--- src/rtl/intc_seq_pkg.sv ---
package intc_seq_pkg;
  localparam int BIT_WANT4  = 0;
  localparam int BIT_SINGLE = 1;
  localparam int BIT_STEP4  = 2;
  localparam int BIT_OPSEL  = 3;
  localparam int BIT_START  = 4;
  localparam int BIT_RDSEL  = 0;
  localparam int BIT_RDEN   = 1;
  localparam int FLD_HI_LSB = 5;

  typedef enum logic [2:0] {
    ST_UNINIT, ST_WANT2, ST_WANT3, ST_WANT4, ST_RUN
  } seq_st_e;

  typedef enum logic [2:0] {
    WK_NONE, WK_START, WK_OPEOI, WK_OPRD, WK_DATA
  } wkind_e;
endpackage

--- src/rtl/intc_wr_decode.sv ---
module intc_wr_decode
  import intc_seq_pkg::*;
(
  input  logic   cs,
  input  logic   wr,
  input  logic   a0,
  input  logic   start_bit,
  input  logic   opsel_bit,
  output wkind_e kind
);
  always_comb begin
    kind = WK_NONE;
    if (cs && wr) begin
      if (a0)             kind = WK_DATA;
      else if (start_bit) kind = WK_START;
      else if (opsel_bit) kind = WK_OPRD;
      else                kind = WK_OPEOI;
    end
  end
endmodule

--- src/rtl/intc_init_seq.sv ---
module intc_init_seq
  import intc_seq_pkg::*;
(
  input  logic   clk,
  input  logic   rst_n,
  input  wkind_e kind,
  input  logic   want3_in,
  input  logic   want4_in,
  output logic   ld_w2,
  output logic   ld_w3,
  output logic   ld_w4,
  output logic   ld_run,
  output logic   running
);
  seq_st_e st_q, st_d;
  logic    want3_q, want3_d;
  logic    want4_q, want4_d;
  logic    is_data;

  assign is_data = (kind == WK_DATA);

  always_comb begin
    st_d    = st_q;
    want3_d = want3_q;
    want4_d = want4_q;
    if (kind == WK_START) begin
      st_d    = ST_WANT2;
      want3_d = want3_in;
      want4_d = want4_in;
    end else if (is_data) begin
      unique case (st_q)
        ST_WANT2: st_d = want3_q ? ST_WANT3 : (want4_q ? ST_WANT4 : ST_RUN);
        ST_WANT3: st_d = want4_q ? ST_WANT4 : ST_RUN;
        ST_WANT4: st_d = ST_RUN;
        default:  st_d = st_q;
      endcase
    end
  end

  always_ff @(posedge clk or negedge rst_n) begin
    if (!rst_n) begin
      st_q    <= ST_UNINIT;
      want3_q <= 1'b0;
      want4_q <= 1'b0;
    end else begin
      st_q    <= st_d;
      want3_q <= want3_d;
      want4_q <= want4_d;
    end
  end

  assign ld_w2   = is_data && (st_q == ST_WANT2);
  assign ld_w3   = is_data && (st_q == ST_WANT3);
  assign ld_w4   = is_data && (st_q == ST_WANT4);
  assign ld_run  = is_data && (st_q == ST_RUN);
  assign running = (st_q == ST_RUN);
endmodule

--- src/rtl/intc_cfg_regs.sv ---
module intc_cfg_regs
  import intc_seq_pkg::*;
#(
  parameter int DW = 8,
  parameter int LW = 3
) (
  input  logic          clk,
  input  logic          rst_n,
  input  wkind_e        kind,
  input  logic [DW-1:0] din,
  input  logic          ld_w2,
  input  logic          ld_w3,
  input  logic          ld_w4,
  input  logic          ld_run,
  input  logic          running,
  output logic          cascaded,
  output logic          vec_step4,
  output logic [LW-1:0] vec_mid,
  output logic [DW-1:0] vec_high,
  output logic [DW-1:0] casc_word,
  output logic [DW-1:0] mode_word,
  output logic [DW-1:0] irq_mask,
  output logic          status_isr,
  output logic          isr_clear,
  output logic          eoi_valid,
  output logic [LW-1:0] eoi_cmd,
  output logic [LW-1:0] eoi_level
);
  logic          is_start, en_eoi, en_rd;
  logic          casc_d, step_d, stat_d, clr_d, eoi_d;
  logic [LW-1:0] mid_d, cmd_d, lvl_d;
  logic [DW-1:0] high_d, cw_d, mw_d, mask_d;

  assign is_start = (kind == WK_START);
  assign en_eoi   = running && (kind == WK_OPEOI);
  assign en_rd    = running && (kind == WK_OPRD) && din[BIT_RDEN];

  always_comb begin
    casc_d = cascaded;
    step_d = vec_step4;
    mid_d  = vec_mid;
    high_d = vec_high;
    cw_d   = casc_word;
    mw_d   = mode_word;
    mask_d = irq_mask;
    stat_d = status_isr;
    clr_d  = 1'b0;
    eoi_d  = 1'b0;
    cmd_d  = eoi_cmd;
    lvl_d  = eoi_level;
    if (is_start) begin
      casc_d = ~din[BIT_SINGLE];
      step_d = din[BIT_STEP4];
      mid_d  = din[FLD_HI_LSB +: LW];
      mw_d   = '0;
      mask_d = '0;
      stat_d = 1'b0;
      clr_d  = 1'b1;
    end
    if (ld_w2)  high_d = din;
    if (ld_w3)  cw_d   = din;
    if (ld_w4)  mw_d   = din;
    if (ld_run) mask_d = din;
    if (en_rd)  stat_d = din[BIT_RDSEL];
    if (en_eoi) begin
      eoi_d = 1'b1;
      cmd_d = din[FLD_HI_LSB +: LW];
      lvl_d = din[LW-1:0];
    end
  end

  always_ff @(posedge clk or negedge rst_n) begin
    if (!rst_n) begin
      cascaded   <= 1'b0;
      vec_step4  <= 1'b0;
      vec_mid    <= '0;
      vec_high   <= '0;
      casc_word  <= '0;
      mode_word  <= '0;
      irq_mask   <= '0;
      status_isr <= 1'b0;
      isr_clear  <= 1'b0;
      eoi_valid  <= 1'b0;
      eoi_cmd    <= '0;
      eoi_level  <= '0;
    end else begin
      cascaded   <= casc_d;
      vec_step4  <= step_d;
      vec_mid    <= mid_d;
      vec_high   <= high_d;
      casc_word  <= cw_d;
      mode_word  <= mw_d;
      irq_mask   <= mask_d;
      status_isr <= stat_d;
      isr_clear  <= clr_d;
      eoi_valid  <= eoi_d;
      eoi_cmd    <= cmd_d;
      eoi_level  <= lvl_d;
    end
  end
endmodule

--- src/rtl/intc_cmd_seq.sv ---
module intc_cmd_seq
  import intc_seq_pkg::*;
#(
  parameter int DW = 8,
  parameter int LW = 3
) (
  input  logic          clk,
  input  logic          rst_n,
  input  logic          cs,
  input  logic          wr,
  input  logic          a0,
  input  logic [DW-1:0] din,
  output logic          init_done,
  output logic          cascaded,
  output logic          vec_step4,
  output logic [LW-1:0] vec_mid,
  output logic [DW-1:0] vec_high,
  output logic [DW-1:0] casc_word,
  output logic [DW-1:0] mode_word,
  output logic [DW-1:0] irq_mask,
  output logic          status_isr,
  output logic          isr_clear,
  output logic          eoi_valid,
  output logic [LW-1:0] eoi_cmd,
  output logic [LW-1:0] eoi_level
);
  wkind_e kind;
  logic   ld_w2, ld_w3, ld_w4, ld_run, running;

  intc_wr_decode u_dec (
    .cs        (cs),
    .wr        (wr),
    .a0        (a0),
    .start_bit (din[BIT_START]),
    .opsel_bit (din[BIT_OPSEL]),
    .kind      (kind)
  );

  intc_init_seq u_seq (
    .clk      (clk),
    .rst_n    (rst_n),
    .kind     (kind),
    .want3_in (~din[BIT_SINGLE]),
    .want4_in (din[BIT_WANT4]),
    .ld_w2    (ld_w2),
    .ld_w3    (ld_w3),
    .ld_w4    (ld_w4),
    .ld_run   (ld_run),
    .running  (running)
  );

  intc_cfg_regs #(.DW(DW), .LW(LW)) u_cfg (
    .clk        (clk),
    .rst_n      (rst_n),
    .kind       (kind),
    .din        (din),
    .ld_w2      (ld_w2),
    .ld_w3      (ld_w3),
    .ld_w4      (ld_w4),
    .ld_run     (ld_run),
    .running    (running),
    .cascaded   (cascaded),
    .vec_step4  (vec_step4),
    .vec_mid    (vec_mid),
    .vec_high   (vec_high),
    .casc_word  (casc_word),
    .mode_word  (mode_word),
    .irq_mask   (irq_mask),
    .status_isr (status_isr),
    .isr_clear  (isr_clear),
    .eoi_valid  (eoi_valid),
    .eoi_cmd    (eoi_cmd),
    .eoi_level  (eoi_level)
  );

  assign init_done = running;
endmodule

--- config.mk ---
export PLATFORM = sky130hd
export DESIGN_NAME = intc_cmd_seq
export DESIGN_NICKNAME = d
export VERILOG_FILES = /design/src/rtl/intc_seq_pkg.sv /design/src/rtl/intc_wr_decode.sv /design/src/rtl/intc_init_seq.sv /design/src/rtl/intc_cfg_regs.sv /design/src/rtl/intc_cmd_seq.sv
export SDC_FILE = /design/constraint.sdc
export NUM_CORES = 1
export LEC_CHECK = 0
export CAP_MARGIN = 20
export CORE_MARGIN = 4
export CORE_UTILIZATION = 42
export CTS_CLUSTER_DIAMETER = 50
export DETAILED_ROUTE_END_ITERATION = 10
export GPL_TIMING_DRIVEN = 0
export PLACE_DENSITY = 0.75
export SLEW_MARGIN = 20
export SYNTH_ARGS = -nofsm -noshare
export SYNTH_HDL_FRONTEND = slang
export SYNTH_HIERARCHICAL = 1
export SYNTH_SLANG_ARGS = --single-unit
--- constraint.sdc ---
create_clock -name clk -period 1.8 [get_ports clk]
set_clock_uncertainty 0.1 [all_clocks]
set_input_delay 0.18 -clock clk [delete_from_list [all_inputs] [get_ports clk]]
set_output_delay 0.18 -clock clk [all_outputs]
set_load 0.05 [all_outputs]
* Yosys cells after proc, flatten, opt, wreduce, memory -nomap -nowiden *
Index checks and enable logic that the tools add are counted.

storage, ports and cells
  bits in registers = 50
  bits of input ports = 13
  output and inout port bits = 47
  logic and storage cells = 53

cells by class
  equality and inequality tests = 8
  muxes and demuxes = 16
  bitwise logic cells = 1
  reductions and logical operators = 14

operators by type and width
  operator            count
  $mux 8              3
  $mux 3              7
  $eq 3x2->1 const B  4
  $pmux 3 s3          1
  $logic_and 1x1->1   8
  $reduce_bool 2->1   4
  $eq 3x1->1 const B  2
  $eq 3x3->1 const B  2
  $mux 1              5
  $reduce_bool 4->1   1
  $reduce_and 2->1    1
  $not 1->1           1

* Depth between registers and ports, before layout *
  depth after elaboration = 8
  mapped depth = 8
  mapped depth without buffers = 7

* Modules after synthesis *
Netlist, hierarchy kept.

by module, submodules not included
  module          times used  cells each  area each (um^2)  sequential area each (um^2)
  intc_cfg_regs   1           140         1,754.2           1,151.1
  intc_init_seq   1           33          325.3             125.1
  intc_wr_decode  1           5           30.0              0.0
  intc_cmd_seq    1           1           3.8               0.0

* Least setup slack after synthesis *
OpenSTA, ideal clock, no wires.

  kind = register to register
  from = reg u_seq.st_q[1]
  to = reg u_cfg.eoi_cmd[0]
  setup time = 125 ps
  arrival = 2,583 ps
  required time = 1,575 ps
  setup slack = -1,008 ps
  cell stages (with the launch flop) = 6
  path buffers = 2
  clock period less this slack = 2,808 ps
  path through = dfrtp_1 clkbuf_1 nor3_1 nor4bb_1 buf_2 mux2_2

between the ends
  cells in the longest elaborated chain, start to end = 2

ends and longest elaborated chain
  what                    RTL line             source
  start, declared         intc_init_seq.sv:15  seq_st_e st_q, st_d;
  start signal, assigned  intc_init_seq.sv:46  st_q <= st_d;
  $eq 3x3->1              intc_init_seq.sv:56  assign running = (st_q == ST_RUN);
  named net init_done     intc_cmd_seq.sv:13   output logic init_done,
  $logic_and 1x1->1       intc_cfg_regs.sv:35  assign en_eoi = running && (kind == WK_OPEOI);
  named net u_cfg.en_eoi  intc_cfg_regs.sv:29  logic is_start, en_eoi, en_rd;
  end signal, assigned    intc_cfg_regs.sv:97  eoi_cmd <= cmd_d;
  end, declared           intc_cfg_regs.sv:26  output logic [LW-1:0] eoi_cmd,

The timed path passes the listed nets, and every way through them passes these cells.
A chain may end at the register's enable or synchronous reset.

* Worst setup path in the final report *
  from = in wr
  to = reg u_cfg.casc_word[2]

between the ends
  cells in the longest elaborated chain, start to end = 4

ends and longest elaborated chain
  what                  RTL line              source
  start, declared       intc_cmd_seq.sv:10    input logic wr,
  $logic_and 1x1->1     intc_wr_decode.sv:13  if (cs && wr) begin
  $mux 3                intc_wr_decode.sv:13
  named net kind[1]     intc_cmd_seq.sv:27    wkind_e kind;
  $eq 3x3->1            intc_init_seq.sv:20   assign is_data = (kind == WK_DATA);
  $logic_and 1x1->1     intc_init_seq.sv:53   assign ld_w3 = is_data && (st_q == ST_WANT3);
  named net ld_w3       intc_cmd_seq.sv:28    logic ld_w2, ld_w3, ld_w4, ld_run, running;
  end signal, assigned  intc_cfg_regs.sv:91   casc_word <= cw_d;
  end, declared         intc_cfg_regs.sv:20   output logic [DW-1:0] casc_word,

The timed path passes the listed nets, and every way through them passes these cells.

==> run summary <==
The number of antenna violations at the first check in global routing is 0. The min-delay analysis places its worst path in the category input port to flop. The overall track demand over capacity in global routing is 16.71%. The later pin in the worst-skew pair is clocked with a latency of around 0.3 ns. The worst register-to-register path begins at u_seq/st_q[1]. The worst hold slack is 0.1136 ns. The source of the worst hold timing path is din[3]. The clock passes through at most 2 buffers.

The end of the worst register-to-register path is u_cfg/casc_word[2]. The critical path is of the input port to flop type. The post-route cell area came out at between 3000 and 4000 um^2. The worst hold path terminates at u_cfg/irq_mask[3].

Counting cells, the worst reg-to-reg path comes to 5. The clock transition time at the flip-flop clock pins of the worst setup and hold paths is 0.10 ns. At the end of routability-driven placement, the weighted congestion stood at 0.8093. The number of I/O pins came out at 60. The share of total power dissipated in the clock network is between 10 and 15%. Of the available clock period, the critical path in the final layout requires 99.13%. The actual transition at the worst max-transition pin came out at 0.6407 ns. The count of TritonRoute iterations in the first routing pass is 5.

The post-route netlist has 28.79% of its cells at a drive strength greater than 1. Yosys mapped a number of flops with a built-in enable equal to 0. The tree is rooted in a sky130_fd_sc_hd__clkbuf_8. The biggest area contributor in the post-synthesis netlist is sky130_fd_sc_hd__dfrtp_1. The hold violation total from the final report is 0.

The number of synthesis warnings came out at 6. Internal power comes to 2.774 mW. The number of distinct standard cells referenced by the synthesized netlist came out at 33.

The minimum setup slack among reg-to-reg paths is 0.07 ns. The detail-routed via count per cell came out at 5.022. Derived from the worst setup path, the maximum achievable clock frequency is between 500 and 600 MHz. The combinational share of power came out at 52.1%. The net count after synthesis is 192.

The number of storage elements in the synthesis netlist is 51. The number of global-route vias before repair is 1609. The via total after detailed routing is 1627. The final-stage net count is roughly 270. The tool flagged a number of max-cap violations equal to 0. The DRC violation total after the first TritonRoute iteration came out at about 90.

The largest net degree at the start of global routing is 52. The flow ran to the end, and the final reports show no timing, DRC or antenna violations. The count of buffers added on input and output ports is 59.

The data arrival time at the worst-slack endpoint came out at 1.87 ns. The worst hold path passes through 3 cells. The synthesized cell area came out at between 2000 and 2500 um^2. The die is ~79 um tall. From synthesis to final layout, the design area changed by 50.98%. The post-route worst setup slack is between 0.015 and 0.02 ns. The highest fanout seen on the critical path came out at 8. The share of Yosys cell area claimed by the top area cell type came out at between 60% and 70%. The final number of max-transition violations is 0.

The half-perimeter wire length after placement is approximately 3500 um. Ranked by total cell area, the synthesized netlist is headed by sky130_fd_sc_hd__dfrtp_1 (60%), sky130_fd_sc_hd__mux2_2 (13%), sky130_fd_sc_hd__nand2_1 (6.7%), sky130_fd_sc_hd__o21ai_0 (3.6%), sky130_fd_sc_hd__mux2_1 (1.1%). The number of buffers created by CTS came out at 5. The DRC violation count after routing came out at 0. The final antenna diode count is 0. The leakage dissipation is 1.706 nW.

The initial core utilization is 44.16%. The global-route congestion overflow total came out at 0. The peak per-stage delay on the critical path is roughly 0.44 ns. The wire length reported by the detailed router came out at 5176 um. The critical-path cell with the highest stage delay is sky130_fd_sc_hd__or3b_4. After synthesis, the most frequently instantiated cells are sky130_fd_sc_hd__dfrtp_1 (51), sky130_fd_sc_hd__nand2_1 (38), sky130_fd_sc_hd__mux2_2 (25). The type of element launching the critical path is an input port. The row count is 25. The area of the core region is roughly 4800 um^2. The peak supply drop is 1.324 mV. The wire length of the first global-routing pass came out at slightly above 8000 um. The most used flip-flop cell after synthesis is sky130_fd_sc_hd__dfrtp_1. The routed wirelength normalized by instance count is 15.98 um.

Traced cell by cell, the critical path runs through clkdlybuf4s15_1 -> nand2_2 -> nor3_4 -> or3b_4 -> nor4_4 -> buf_8 -> mux2_4. The cell area power density came out at 1572 nW/um^2. The final critical path time including I/O delays and setup is 1.784 ns. The number of levels the H-tree was split into is 2.

The die covers 6231 um^2. Setup violations remaining at the end of the flow were counted as 0. The part of the total power dissipated in sequential elements is roughly a third. The clock tree from TritonCTS is done.

In this run the mean area of a mapped cell was 11.81 um^2. The switching power as a share of total power is 44.70%. The data required time of the critical path is 1.89 ns. The worst setup path is captured at a flop. The horizontal die dimension came out at 78.94 um.

Counting every instance in the synthesized netlist gives ~180. Summing the sequential cell areas from Yosys gives 60.39% of the chip area. Once placement finished, the instance area stood at 2831 um^2. The overall power of the completed layout is 5.016 mW. Headroom to the max-slew limit came out at 57.29%.

The setup slack after placement is -1.256 ns. The fraction of registers with async set/reset came out at 100.0%. The switching power summed over all nets came out at 2.242 mW. The clock drives 51 sinks. The remaining number of nets flagged by the antenna check after routing is 0.

By instance count, the leading cell after synthesis is sky130_fd_sc_hd__dfrtp_1.
[stage by stage]
stage,std cells,util (%),TNS (ns)
after global routing,324,66.67,-0.01659
after floorplan,179,-,-1.497
after global placement,305,59.22,-92.86
final,324,66.67,0
after detailed placement,305,59.16,-40.35
after CTS,318,63.69,0
[area by class of cell]
cell class,count,area (um^2)
fill,354,1595
sequential,51,1277
multi-input combinational,114,917.1
timing repair buffer,70,716.9
tap,67,83.83
clock buffer,6,82.58
buffer,10,81.33
clock inverter,2,16.27
inverter,4,15.01
[metal layers]
| layer | routed length [um] | up-vias | track usage [%] | part of all wire (%) |
|---|---|---|---|---|
| met5 | 0 | - | 0 | 0 |
| met4 | 59 | 0 | 3.608 | 1.1 |
| met3 | 386 | 6 | 5.442 | 7.5 |
| met2 | 2461 | 55 | 26.57 | 48 |
| met1 | 2269 | 802 | 22.50 | 44 |
| li1 | - | 764 | - | - |
[worst max path at each step]
stage / startpoint / endpoint / slack, ns / depth (start not counted)
6_report: wr / u_cfg/casc_word[2] / 0.02 / 7
3_3_place_gp: din[4] / u_cfg/irq_mask[5] / -1.20 / 6
4_1_cts: u_cfg/eoi_cmd[2] / eoi_cmd[2] / 0.009 / 1
3_5_place_dp: din[4] / u_cfg/irq_mask[5] / -1.26 / 6
2_1_floorplan: u_seq/st_q[2] / u_cfg/eoi_cmd[0] / -0.16 / 5
5_1_grt: u_seq/st_q[1] / u_cfg/casc_word[7] / -0.006 / 5
[layout by cell type, fill, tap and decap left out, types with 2 or more instances in the layout]
cell type	netlist	routed
sky130_fd_sc_hd__buf_2	4	8
sky130_fd_sc_hd__buf_4	0	12
sky130_fd_sc_hd__buf_6	1	3
sky130_fd_sc_hd__clkbuf_8	0	6
sky130_fd_sc_hd__clkdlybuf4s15_1	0	2
sky130_fd_sc_hd__clkdlybuf4s50_1	0	29
sky130_fd_sc_hd__dfrtp_1	51	50
sky130_fd_sc_hd__dlymetal6s2s_1	0	23
sky130_fd_sc_hd__inv_1	4	3
sky130_fd_sc_hd__mux2_1	2	2
sky130_fd_sc_hd__mux2_2	25	11
sky130_fd_sc_hd__mux2_4	1	15
sky130_fd_sc_hd__nand2_1	38	37
sky130_fd_sc_hd__nand2b_1	2	2
sky130_fd_sc_hd__nand3_1	2	2
sky130_fd_sc_hd__nor2_1	6	4
sky130_fd_sc_hd__nor3_4	0	3
sky130_fd_sc_hd__nor4_4	0	2
sky130_fd_sc_hd__o21ai_0	15	15
sky130_fd_sc_hd__o21ai_1	2	2
sky130_fd_sc_hd__or3_1	2	2
sky130_fd_sc_hd__or3b_1	2	2
[worst max-delay path, delay by kind of cell]
kind,cells,cell delay [ns]
mux,1,0.30
simple gates,4,0.99
buf+inv,2,0.39
[registers in the layout (all words and copies together) (netlist names)]
signal and flops:
u_cfg/vec_step4 1, u_cfg/status_isr 1, u_seq/want3_q 1, u_cfg/eoi_valid 1, u_cfg/mode_word 8, u_cfg/eoi_cmd 3
u_cfg/vec_mid 3, u_cfg/cascaded 1, u_seq/st_q 3, u_seq/want4_q 1, u_cfg/irq_mask 8, u_cfg/isr_clear 1
u_cfg/casc_word 8, u_cfg/eoi_level 3, u_cfg/vec_high 8
[what timing repair did]
action                                 4_1_cts  5_1_grt
hold buffers                                 1        0
resized for setup                           37       39
setup endpoints to repair                   51       46
pin swaps                                    5        4
endpoints found under the hold margin       51        0
buffers inserted                             4        6
[cells by family after synthesis]
kind of cell	after synthesis	share of synthesized area, %
AO/OA/AOI/OAI	22	5.862
buffers and inverters	14	3.079
flip-flops	51	60.39
multiplexers	28	15.10
AND/OR/NAND/NOR	64	15.57
[power groups by stage]
| stage | registers [mW] | logic [mW] | clock network [mW] |
|---|---|---|---|
| 5_1_grt | 1.76 | 2.72 | 0.762 |
| 3_3_place_gp | 1.71 | 2.49 | 0 |
| 2_1_floorplan | 2.83 | 0.550 | 0 |
| 6_report | 1.71 | 2.61 | 0.694 |
| 4_1_cts | 1.72 | 2.57 | 0.714 |
| 3_5_place_dp | 1.73 | 2.51 | 0 |
(Power assumes the default switching activity.)
